**src/rtl/hzd_pkg.sv**
```systemverilog
package hzd_pkg;

    typedef enum logic [1:0] {
        FWD_REGF  = 2'd0,
        FWD_EXMEM = 2'd1,
        FWD_MEMWB = 2'd2
    } fwd_sel_e;

    typedef enum logic [1:0] {
        PC_SEQ    = 2'd0,
        PC_HOLD   = 2'd1,
        PC_TARGET = 2'd2
    } pc_sel_e;

endpackage

```
**src/rtl/hzd_stage_trk.sv**
```systemverilog
// Destination records for the instructions in execute and memory.
module hzd_stage_trk #(
    parameter int REG_W = 5
) (
    input  logic             clk,
    input  logic             rst_n,
    input  logic             in_valid,
    input  logic [REG_W-1:0] in_rd,
    input  logic             in_wr,
    input  logic             in_ld,
    output logic [REG_W-1:0] ex_rd,
    output logic             ex_wr,
    output logic             ex_ld,
    output logic [REG_W-1:0] mem_rd,
    output logic             mem_wr,
    output logic             mem_ld
);
    localparam logic [REG_W-1:0] ZERO_REG = '0;

    typedef struct packed {
        logic [REG_W-1:0] rd;
        logic             wr;
        logic             ld;
    } slot_t;

    typedef struct packed {
        slot_t ex;
        slot_t mem;
    } trk_t;

    trk_t trk_d, trk_q;

    always_comb begin
        trk_d     = trk_q;
        trk_d.mem = trk_q.ex;
        if (in_valid) begin
            trk_d.ex.rd = in_rd;
            trk_d.ex.wr = in_wr && (in_rd != ZERO_REG);
            trk_d.ex.ld = in_ld && in_wr && (in_rd != ZERO_REG);
        end else begin
            trk_d.ex = '0;
        end
    end

    always_ff @(posedge clk) begin
        if (!rst_n) trk_q <= '0;
        else        trk_q <= trk_d;
    end

    assign ex_rd  = trk_q.ex.rd;
    assign ex_wr  = trk_q.ex.wr;
    assign ex_ld  = trk_q.ex.ld;
    assign mem_rd = trk_q.mem.rd;
    assign mem_wr = trk_q.mem.wr;
    assign mem_ld = trk_q.mem.ld;
endmodule

```
**src/rtl/hzd_src_chk.sv**
```systemverilog
// Per-source dependence check against the in-flight producers.
module hzd_src_chk
    import hzd_pkg::*;
#(
    parameter int REG_W = 5
) (
    input  logic             used,
    input  logic [REG_W-1:0] src,
    input  logic             is_branch,
    input  logic [REG_W-1:0] ex_rd,
    input  logic             ex_wr,
    input  logic             ex_ld,
    input  logic [REG_W-1:0] mem_rd,
    input  logic             mem_wr,
    input  logic             mem_ld,
    output logic             stall_req,
    output logic [1:0]       fwd_sel,
    output logic             br_fwd
);
    localparam logic [REG_W-1:0] ZERO_REG = '0;

    logic live, hit_ex, hit_mem;
    fwd_sel_e sel;

    always_comb begin
        live    = used && (src != ZERO_REG);
        hit_ex  = live && ex_wr  && (ex_rd  == src);
        hit_mem = live && mem_wr && (mem_rd == src);
        sel     = FWD_REGF;
        br_fwd  = 1'b0;
        if (is_branch) begin
            // comparator sits in decode: only an ALU result in memory can reach it
            stall_req = hit_ex || (hit_mem && mem_ld);
            br_fwd    = hit_mem && !mem_ld && !hit_ex;
        end else begin
            stall_req = hit_ex && ex_ld;
            if (hit_ex)       sel = FWD_EXMEM;
            else if (hit_mem) sel = FWD_MEMWB;
        end
        fwd_sel = sel;
    end
endmodule

```
**src/rtl/hzd_branch_ctl.sv**
```systemverilog
// Predict-not-taken redirect with stall priority.
module hzd_branch_ctl
    import hzd_pkg::*;
(
    input  logic       valid,
    input  logic       is_branch,
    input  logic       taken,
    input  logic       stall,
    output logic       flush,
    output logic [1:0] pc_sel
);
    pc_sel_e sel;

    always_comb begin
        flush = valid && is_branch && taken && !stall;
        if (stall)      sel = PC_HOLD;
        else if (flush) sel = PC_TARGET;
        else            sel = PC_SEQ;
        pc_sel = sel;
    end
endmodule

```
**src/rtl/hzd_ctrl.sv**
```systemverilog
module hzd_ctrl
    import hzd_pkg::*;
#(
    parameter int REG_W = 5
) (
    input  logic             clk,
    input  logic             rst_n,
    input  logic             id_valid,
    input  logic [REG_W-1:0] id_rs1,
    input  logic [REG_W-1:0] id_rs2,
    input  logic             id_rs1_used,
    input  logic             id_rs2_used,
    input  logic [REG_W-1:0] id_rd,
    input  logic             id_reg_write,
    input  logic             id_load,
    input  logic             id_branch,
    input  logic             id_br_taken,
    output logic             stall,
    output logic             flush,
    output logic [1:0]       pc_sel,
    output logic [1:0]       fwd_a,
    output logic [1:0]       fwd_b,
    output logic             br_fwd_a,
    output logic             br_fwd_b
);
    localparam int NUM_SRC = 2;

    logic [REG_W-1:0] ex_rd, mem_rd;
    logic             ex_wr, ex_ld, mem_wr, mem_ld;

    logic [NUM_SRC-1:0][REG_W-1:0] src;
    logic [NUM_SRC-1:0]            src_used;
    logic [NUM_SRC-1:0]            stall_req;
    logic [NUM_SRC-1:0]            br_fwd;
    logic [NUM_SRC-1:0][1:0]       sel_now;

    typedef struct packed {
        logic [NUM_SRC-1:0][1:0] sel;
    } fwd_t;

    fwd_t fwd_d, fwd_q;
    logic enter_ex;

    assign src[0]      = id_rs1;
    assign src[1]      = id_rs2;
    assign src_used[0] = id_rs1_used && id_valid;
    assign src_used[1] = id_rs2_used && id_valid;

    generate
        for (genvar g = 0; g < NUM_SRC; g++) begin : g_src
            hzd_src_chk #(.REG_W(REG_W)) u_src (
                .used      (src_used[g]),
                .src       (src[g]),
                .is_branch (id_branch),
                .ex_rd     (ex_rd),
                .ex_wr     (ex_wr),
                .ex_ld     (ex_ld),
                .mem_rd    (mem_rd),
                .mem_wr    (mem_wr),
                .mem_ld    (mem_ld),
                .stall_req (stall_req[g]),
                .fwd_sel   (sel_now[g]),
                .br_fwd    (br_fwd[g])
            );
        end
    endgenerate

    assign stall    = id_valid && (|stall_req);
    assign enter_ex = id_valid && !stall;

    hzd_stage_trk #(.REG_W(REG_W)) u_trk (
        .clk      (clk),
        .rst_n    (rst_n),
        .in_valid (enter_ex),
        .in_rd    (id_rd),
        .in_wr    (id_reg_write),
        .in_ld    (id_load),
        .ex_rd    (ex_rd),
        .ex_wr    (ex_wr),
        .ex_ld    (ex_ld),
        .mem_rd   (mem_rd),
        .mem_wr   (mem_wr),
        .mem_ld   (mem_ld)
    );

    hzd_branch_ctl u_br (
        .valid     (id_valid),
        .is_branch (id_branch),
        .taken     (id_br_taken),
        .stall     (stall),
        .flush     (flush),
        .pc_sel    (pc_sel)
    );

    always_comb begin
        fwd_d = fwd_q;
        for (int i = 0; i < NUM_SRC; i++) begin
            fwd_d.sel[i] = enter_ex ? sel_now[i] : FWD_REGF;
        end
    end

    always_ff @(posedge clk) begin
        if (!rst_n) fwd_q <= '0;
        else        fwd_q <= fwd_d;
    end

    assign fwd_a    = fwd_q.sel[0];
    assign fwd_b    = fwd_q.sel[1];
    assign br_fwd_a = br_fwd[0];
    assign br_fwd_b = br_fwd[1];
endmodule

```
**config.mk**
```make
export PLATFORM = sky130hd
export DESIGN_NAME = hzd_ctrl
export DESIGN_NICKNAME = d
export VERILOG_FILES = /design/src/rtl/hzd_pkg.sv /design/src/rtl/hzd_stage_trk.sv /design/src/rtl/hzd_src_chk.sv /design/src/rtl/hzd_branch_ctl.sv /design/src/rtl/hzd_ctrl.sv
export SDC_FILE = /design/constraint.sdc
export NUM_CORES = 1
export LEC_CHECK = 0
export ABC_AREA = 1
export CAP_MARGIN = 40
export CORE_MARGIN = 2
export CORE_UTILIZATION = 62
export CTS_CLUSTER_DIAMETER = 100
export DETAILED_ROUTE_END_ITERATION = 10
export DONT_BUFFER_PORTS = 1
export PLACE_DENSITY = 0.76
export SYNTH_ARGS = -nofsm -noshare
export SYNTH_HDL_FRONTEND = slang
export SYNTH_SLANG_ARGS = --single-unit
```
**constraint.sdc**
```tcl
create_clock -name clk -period 2 [get_ports clk]
set_input_delay 0.1 -clock clk [delete_from_list [all_inputs] [get_ports clk]]
set_output_delay 0.1 -clock clk [all_outputs]
set_load 0.01 [all_outputs]
```
==> results of run 1 <==
per-layer routing:
layer / global-route usage (%) / share of wire [%]
met1: 36.4 / 39
met2: 51.9 / 51
met3: 6.92 / 6.9
met4: 12.2 / 3.0
met5: 0 / 0
flip-flops by register name (all words and copies together) (netlist names):
signal	flops
fwd_a	2
fwd_b	2
u_trk.ex_ld	1
u_trk.ex_rd	5
u_trk.ex_wr	1
u_trk.mem_ld	1
u_trk.mem_rd	5
u_trk.mem_wr	1
synthesized netlist by cell type:
| library cell | count |
|---|---|
| a21oi_1 | 5 |
| and3_1 | 1 |
| nor2_1 | 18 |
| o21ai_0 | 1 |
| or2_2 | 2 |
| nor3_1 | 2 |
| xor2_1 | 1 |
| dfxtp_1 | 18 |
| o21ai_1 | 1 |
| nor2_2 | 10 |
| nand2_1 | 63 |
| nand3_1 | 12 |
| inv_2 | 11 |
| nand3_2 | 3 |
| nand4_1 | 3 |
| nor3_2 | 1 |
| nand2_4 | 2 |
| nand2_2 | 2 |
| nand3_4 | 1 |
| nor2_8 | 1 |
| buf_4 | 3 |
| inv_1 | 30 |
metrics by stage:
stage	setup slack (ps)	hold WS (ps)	power, mW
floorplan	550	227	0.466
global placement	537	200	0.477
detailed placement	486	203	0.479
CTS	163	9.77	0.711
global route	18.2	18.1	0.747
finish	182	12.7	0.711
cell families (layout without fill, tap and decap cells):
group / after synthesis / count (layout) / synth area share [%]
xor gates and xnor gates: 1 / 1 / 0.750
AOI/OAI and AO/OA: 7 / 7 / 3.00
buffers and inverters: 44 / 53 / 15.1
DFF: 18 / 18 / 30.9
and+or+nand+nor: 121 / 121 / 50.3
area by class of cell:
type	instances	area share, %
Timing Repair Buffer	8	6.19
Clock buffer	4	2.80
Sequential cell	18	27.9
Inverter	41	11.9
Tap cell	25	2.42
Multi-Input combinational cell	129	48.8
path summary, 6_finish.rpt:
| path | end | cells past startpoint | from |
|---|---|---|---|
| worst max-delay path | pc_sel[1] | 11 | u_trk.mem_rd[4]$_SDFF_PN0_ |
| worst min-delay path | fwd_a[1]$_SDFF_PP0_ | 3 | id_branch |
| worst max register to register | u_trk.ex_wr$_SDFF_PN0_ | 11 | u_trk.ex_rd[0]$_SDFF_PN0_ |
| worst min register to register | u_trk.mem_wr$_SDFF_PN0_ | 2 | u_trk.ex_wr$_SDFF_PN0_ |
power by group through the flow:
stage / Clock, mW / Combinational (mW) / Sequential (mW)
after floorplan: 0 / 0.0845 / 0.382
after global placement: 0 / 0.0931 / 0.384
after detailed placement: 0 / 0.0945 / 0.384
final: 0.220 / 0.114 / 0.376
after CTS: 0.224 / 0.111 / 0.376
after global routing: 0.241 / 0.128 / 0.378
tightest hold or removal path: stages:
cell	delay [ps]
inv_1	40
nand3_4	100
nor2_2	30
what timing repair did:
item                       4_1_cts  5_1_grt
setup endpoints to repair        0        2
setup buffers                    0        0
hold buffers                     8        0
gates resized for setup          0        1
hold endpoints to repair        18        0
placed cells by master, fill, tap and decap left out, drive strengths merged:
master,count
nand2,67
dlygate4sd3,8
dfxtp,18
inv,41
a21oi,5
o21ai,2
nor2,29
nand4,3
and3,1
nor3,3
clkbuf,4
xor2,1
or2,2
nand3,16
==> flow_summary.yaml, run 1 <==
run_status:
  status: "finished clean"
global_routing:
  grt_pass1_vias: 1096
  grt_max_degree: 11
  track_usage_pct: 30.3
  overflow: 0
  grt_pass1_wl_mm: 4.58
  antenna_found_initial: 0
clock_tree:
  root_buffer: "clkbuf_4"
  clockBufferDepth: 2
  numCtsBuffers: 3
  cts_sinks: 18
  clk_latency_ps: 290
  cts_tree: "built"
  htree_levels: 1
  path_clk_slew_ps: 100
timing:
  rsz0062_at_grt: "false"
  final-hold-violation-count: 0
  finalClockSkew_ps: 7.74
  layout_min_cycle_time_ps: 1820
  slew_headroom_pct: 70.8
  finalSetupViolations: 0
  worst_pin_slew_ps: 436
  drv_slew: 0
  tns_ps: 0
  max_freq_mhz: 550
  min_period_over_period_pct: 90.9
route:
  routed_via_density: 5.19
  via_count: 1168
  wl_mm: 2.77
  drtIter0Drc: 46
  ant_nets: 0
  drc_errors: 0
  drt_pass1_iterations: 4
  wl_per_cell_um: 12.3
logic_synthesis:
  synth_fp_nets: 215
  avgSynthCellArea_um2: 6.11
  synth_cells: 191
  yosysUniqueCellTypes: 22
  yosysWarningCount: 0
  ys_ff_latch: 18
  syn_area_mm2: 0.00117
  synth_area_leaders: "dfxtp_1, nand2_1, inv_1, nor2_1, nor2_2"
  yosysTopAreaCell: "dfxtp_1"
  seq_area_frac_synth_pct: 30.9
  synth.top_cell.area_share_pct: 30.9
critical_path:
  worst_path_dominant_cell_family: "simple AND/OR/NAND/NOR gates"
  crit_top_cell: "nand2_1"
  required_ps: 1900
  cp.arrival_ps: 1720
  ff2ff_setup_slack_ps: 510
  crit_path_start_kind: "flop"
  critPathSlowestCell: "dfxtp_1"
  endpoint_kind: "primary output"
  critPathBufInv: 1
  path_cells: "inv_2 > nand2_1 > nand2_1 > nand2_1 > nor2_1 > nand3_1 > nand2_1 > nand2_2 > nand2_4 > nor2_8 > and3_2"
  max_stage_delay_ps: 420
  path_max_fanout: 5
  worstSetupPathType: "reg -> out"
final_layout:
  seqCellArea_um2: 360
  multiInputGateArea_um2: 632
  n_fill_cell: 153
  layout.cells.non_filler: 225
  layout.nets: 225
  postLayoutCoreUtil_pct: 74.1
  diodes: 0
  final_cell_area_mm2: 0.00129
  area_growth_syn_to_layout_pct: 10.8
  layout-drive-gt1-share_pct: 19.0
power_and_ir_drop:
  internal_power_mw: 0.524
  p_leak_nw: 0.698
  p_clk_share_pct: 30.9
  switchingPower_mw: 0.187
  vdd_drop_max_uv: 540
  powerDensity_mw_per_mm2: 549
  sw_frac_of_total_pct: 26.3
  comb_power_share_pct: 16.1
  seq_power_share_pct: 53.0
flow_run:
  maxCapViolCount: 0
placement:
  placed_cell_area_mm2: 0.00118
  dp_hpwl_mm: 2.09
  placed_cells: 213
  place_congestion: 0.935
  io_buffer_count: 0
floorplan:
  die_w_um: 47.4
  initial_core_util_pct: 66.9
  core_mm2: 0.00175
  ios: 34
  fp.dieArea_mm2: 0.00225
  rows: 15
  die_h_um: 47.4
hold_path:
  worstHoldPathType: "in -> reg"
Power figures use the tool's default switching activity.
==> inputs of run 2 (changes only) <==
- SYNTH_HIERARCHICAL: not set -> 1
==> flow_summary.yaml, run 2 <==
critical_path:
  r2r-start: "u_trk/ex_rd[2]$_SDFF_PN0_"
  worst_path_dominant_cell_family: "simple AND/OR/NAND/NOR gates"
  ff2ff_setup_slack_ps: 350
  critPathSlowestCell: "dfxtp_2"
  max_stage_delay_ps: 370
  worstSetupPathType: "reg -> out"
  path_cells: "inv_1 > nand2_1 > nand2_1 > nor2_1 > nand3_2 > nor2_1 > nand2_1 > nand2_2 > nor2_4 > nor2_1 > inv_1 > nand2_1 > nor2_2"
  path_max_fanout: 5
  rr_endpoint: "u_trk/ex_rd[0]$_SDFF_PN0_"
  required_ps: 1900
  setup.worst_path.end: "flush"
  reg2reg_depth: 10
  endpoint_kind: "primary output"
  crit_path_start_kind: "flop"
  cp.arrival_ps: 1750
  startpoint: "u_trk/ex_rd[0]$_SDFF_PN0_"
  critPathBufInv: 2
  worst-path-stages: 13
  crit_top_cell: "nand2_1"
final_layout:
  layout-drive-gt1-share_pct: 20.9
  postLayoutCoreUtil_pct: 78.9
  diodes: 0
  final_common_cell: "nand2_1"
  layout.nets: 245
  area_growth_syn_to_layout_pct: 17.5
  layout_common_cells: "nand2_1, inv_1, nor2_1"
  final_cell_area_mm2: 0.00139
placement:
  io_buffer_count: 0
  placed_cell_area_mm2: 0.00120
  dp_hpwl_mm: 1.97
  place_congestion: 0.917
  dp_slack_ps: 344
timing:
  worst_pin_slew_ps: 549
  worst_slack_ps: 149
  min_period_over_period_pct: 92.5
  max_freq_mhz: 540
  finalSetupViolations: 0
  final-hold-violation-count: 0
  tns_ps: 0
  slew_headroom_pct: 63.3
  rsz0062_at_grt: "false"
  drv_slew: 0
  layout_min_cycle_time_ps: 1850
  finalClockSkew_ps: 2.14
floorplan:
  die_h_um: 47.7
  fp.dieArea_mm2: 0.00227
  initial_core_util_pct: 67.1
  core_mm2: 0.00176
  rows: 15
  ios: 34
  die_w_um: 47.7
route:
  drc_errors: 0
  wl_per_cell_um: 11.5
  drtIter0Drc: 33
  ant_nets: 0
  via_count: 1211
  wl_mm: 2.82
  drt_pass1_iterations: 4
  routed_via_density: 4.94
logic_synthesis:
  synth-edff-count: 0
  synth_area_leaders: "dfxtp_1, nand2_1, inv_1, nor2_1, nand3_2"
  synth_fp_nets: 230
  syn_area_mm2: 0.00118
  async_flop_share_pct: 0
  synth.top_cell.area_share_pct: 30.4
  yosysTopAreaCell: "dfxtp_1"
  post-synth-top-count-cell: "nand2_1"
  synth_cells: 206
  ys_ff_latch: 18
  avgSynthCellArea_um2: 5.75
  seq_area_frac_synth_pct: 30.4
  yosysWarningCount: 6
  yosys-top-cells-count: "nand2_1, inv_1, nor2_1"
  synth-main-ff-cell: "dfxtp_1"
  yosysUniqueCellTypes: 19
clock_tree:
  path_clk_slew_ps: 100
  clk_latency_ps: 290
  htree_levels: 1
  root_buffer: "clkbuf_4"
  cts_tree: "built"
  clockBufferDepth: 2
  numCtsBuffers: 3
  cts_sinks: 18
global_routing:
  grt_max_degree: 11
  grt_pass1_wl_mm: 4.04
  track_usage_pct: 25.4
  antenna_found_initial: 0
  overflow: 0
  grt_pass1_vias: 1003
power_and_ir_drop:
  p_leak_nw: 0.730
  internal_power_mw: 0.527
  power_mw: 0.712
  seq_power_share_pct: 52.8
  powerDensity_mw_per_mm2: 512
  sw_frac_of_total_pct: 26.0
  comb_power_share_pct: 15.8
  vdd_drop_max_uv: 398
  switchingPower_mw: 0.185
  p_clk_share_pct: 31.4
hold_path:
  worstHoldPathType: "in -> reg"
flow_run:
  maxCapViolCount: 0
run_status:
  status: "finished clean"
## run 2: cell count changes after synthesis, sizes merged, moves of 3 or more
cell | before | now
inv | 41 | 52
nor2 | 29 | 36
nand3 | 16 | 11
nand2 | 67 | 71
or2 | 2 | 6
a21oi | 5 | 2
## run 2: area by class of cell
type,count,area [µm²]
Clock buffer,4,36.3
Fill cell,146,373
Inverter,52,195
Multi-Input combinational cell,133,633
Sequential cell,18,373
Tap cell,25,31.3
Timing Repair Buffer,13,123
## run 2: repair_timing
| item | CTS | global route |
|---|---|---|
| buffers inserted | 0 | 2 |
| hold buffers | 11 | 0 |
| setup endpoints to repair | 0 | 3 |
| hold endpoints to repair | 18 | 0 |
| resized for setup | 0 | 18 |
## run 2: through the flow
step	hold WS [ps]	cells
2_1_floorplan	212	206
3_3_place_gp	200	229
3_5_place_dp	201	229
4_1_cts	62.0	244
5_1_grt	88.9	245
6_report	91.5	245
## run 2: logic make-up after synthesis
logic type / Yosys count / synth area share [%]
flops: 18 / 30.4
buf+inv: 55 / 18.7
compound gates: 4 / 1.69
simple gates: 129 / 49.2
## run 2: worst min-delay path: cells and delay by family
family,cells,cell delay (ps)
buffers and inverters,1,50
AND/OR/NAND/NOR,3,190
## run 2: layer usage
layer	global-route usage [%]	share of wire (%)	routed length, µm
met2	42.4	46	1290
met1	33.0	40	1140
met4	5.41	2.6	72
met3	6.42	11	316
met5	0	0	0
## run 2: worst min-delay path by stage
stage                  start                         end  slack [ps]  cells after the start
floorplan           id_rd[0]   u_trk/ex_rd[0]$_SDFF_PN0_         210                      2
global placement       rst_n  u_trk/mem_rd[3]$_SDFF_PN0_         200                      2
detailed placement     rst_n  u_trk/mem_rd[1]$_SDFF_PN0_         200                      2
CTS                 id_rd[0]      u_trk/ex_wr$_SDFF_PN0_          60                      4
global route        id_valid      u_trk/ex_ld$_SDFF_PN0_          90                      4
finish              id_valid      u_trk/ex_ld$_SDFF_PN0_          90                      4
## run 2: power by group through the flow
| stage | Clock (mW) | Combinational, mW | Sequential, mW |
|---|---|---|---|
| 6_report | 0.223 | 0.112 | 0.376 |
| 5_1_grt | 0.246 | 0.125 | 0.378 |
| 4_1_cts | 0.232 | 0.102 | 0.376 |
| 3_5_place_dp | 0 | 0.0819 | 0.384 |
| 3_3_place_gp | 0 | 0.0803 | 0.384 |
| 2_1_floorplan | 0 | 0.0757 | 0.382 |
==> inputs of run 3 (changes only) <==
- CORE_MARGIN: 2 -> 1.5
==> flow_summary.yaml, run 3 (same netlist as run 2, synthesis figures left out) <==
timing:
  worst_pin_slew_ps: 509
  rsz0062_at_grt: "false"
  slew_headroom_pct: 66.0
  tns_ps: 0
  final-hold-violation-count: 0
  max_freq_mhz: 542
  layout_min_cycle_time_ps: 1840
  finalClockSkew_ps: 1.40
  drv_slew: 0
  min_period_over_period_pct: 92.2
  finalSetupViolations: 0
power_and_ir_drop:
  p_leak_nw: 0.721
  powerDensity_mw_per_mm2: 524
  power_mw: 0.725
  vdd_drop_max_uv: 459
route:
  drt_pass1_iterations: 4
  via_count: 1210
  ant_nets: 0
  drc_errors: 0
  wl_per_cell_um: 11.9
  drtIter0Drc: 42
  routed_via_density: 4.96
  wl_mm: 2.90
placement:
  io_buffer_count: 0
  place_congestion: 0.935
  dp_hpwl_mm: 2.05
critical_path:
  path_max_fanout: 4
  endpoint_kind: "primary output"
  worstSetupPathType: "reg -> out"
  critPathBufInv: 2
  crit_path_start_kind: "flop"
  critPathSlowestCell: "dfxtp_2"
  required_ps: 1900
  worst_path_dominant_cell_family: "simple AND/OR/NAND/NOR gates"
  path_cells: "inv_1 > nand2_1 > nand2_1 > nor2_1 > nand2_1 > nor2_2 > nand3_1 > nand2_1 > nor2_2 > nor2_1 > inv_1 > nand2_1 > nor2_2"
  crit_top_cell: "nand2_1"
  max_stage_delay_ps: 370
  ff2ff_setup_slack_ps: 350
  cp.arrival_ps: 1740
global_routing:
  grt_max_degree: 11
  overflow: 0
  track_usage_pct: 28.2
  grt_pass1_vias: 1059
  grt_pass1_wl_mm: 4.19
  antenna_found_initial: 0
clock_tree:
  cts_tree: "built"
  path_clk_slew_ps: 110
  cts_sinks: 18
  clk_latency_ps: 310
  htree_levels: 1
  root_buffer: "clkbuf_4"
  numCtsBuffers: 3
  clockBufferDepth: 2
floorplan:
  core_mm2: 0.00176
  initial_core_util_pct: 67.1
  ios: 34
  die_h_um: 46.7
  die_w_um: 46.7
  fp.dieArea_mm2: 0.00218
  rows: 15
final_layout:
  area_growth_syn_to_layout_pct: 16.9
  layout-drive-gt1-share_pct: 21.5
  diodes: 0
  final_common_cell: "nand2_1"
  n_fill_cell: 162
  layout.nets: 244
  postLayoutCoreUtil_pct: 78.4
  layout_common_cells: "nand2_1, inv_1, nor2_1"
flow_run:
  maxCapViolCount: 0
hold_path:
  worstHoldPathType: "in -> reg"
run_status:
  status: "finished clean"
-- run 3: worst register-to-register path, cell delays in order (launching register included) --
cell	delay, ps
dfxtp_1	350
or2_1	250
nand3_2	70
nor2_2	50
nand3_1	70
nand2_1	90
nor3_1	430
nand2_4	130
nor2_1	140
-- run 3: area by class of cell --
cell class	instances	area (µm²)	area share [%]
timing repair buffer	12	115	8.32
multi-input combinational	133	633	45.8
inverter	52	195	14.1
sequential	18	373	26.9
clock buffer	4	36.3	2.62
tap	25	31.3	2.26
-- run 3: path summary, 6_finish.rpt --
kind                                 to  depth (start not counted)                       start
max                           pc_sel[1]                         13  u_trk/mem_rd[4]$_SDFF_PN0_
min              u_trk/ex_ld$_SDFF_PN0_                          4                    id_valid
max reg2reg   u_trk/ex_rd[0]$_SDFF_PN0_                          8  u_trk/mem_rd[2]$_SDFF_PN0_
min reg2reg  u_trk/mem_rd[2]$_SDFF_PN0_                          2   u_trk/ex_rd[2]$_SDFF_PN0_
-- run 3: power breakdown --
part,internal [mW],switching [mW]
clock network,0.111,0.124
registers,0.367,0.00870
logic,0.0482,0.0648
total,0.527,0.198
-- run 3: metrics by stage --
step	cell area (µm²)	hold slack, ps	std cells	setup slack, ps
final	1380	69.5	244	155
after global routing	1380	88.9	244	7.06
after CTS	1340	58.5	244	36.1
after detailed placement	1200	202	229	301
after global placement	1200	199	229	345
after floorplan	1180	212	206	388
-- run 3: repair_timing --
item,CTS,global route
hold buffers,11,0
buffers inserted,0,1
setup endpoints to repair,0,5
hold endpoints to repair,18,0
gates resized for setup,0,19
-- run 3: routing by layer --
metal	global-route usage, %	up-vias	wire [µm]
li1	-	615	-
met1	31.8	530	1150
met2	50.3	59	1440
met3	8.63	6	261
met4	8.89	0	49
met5	0	-	0
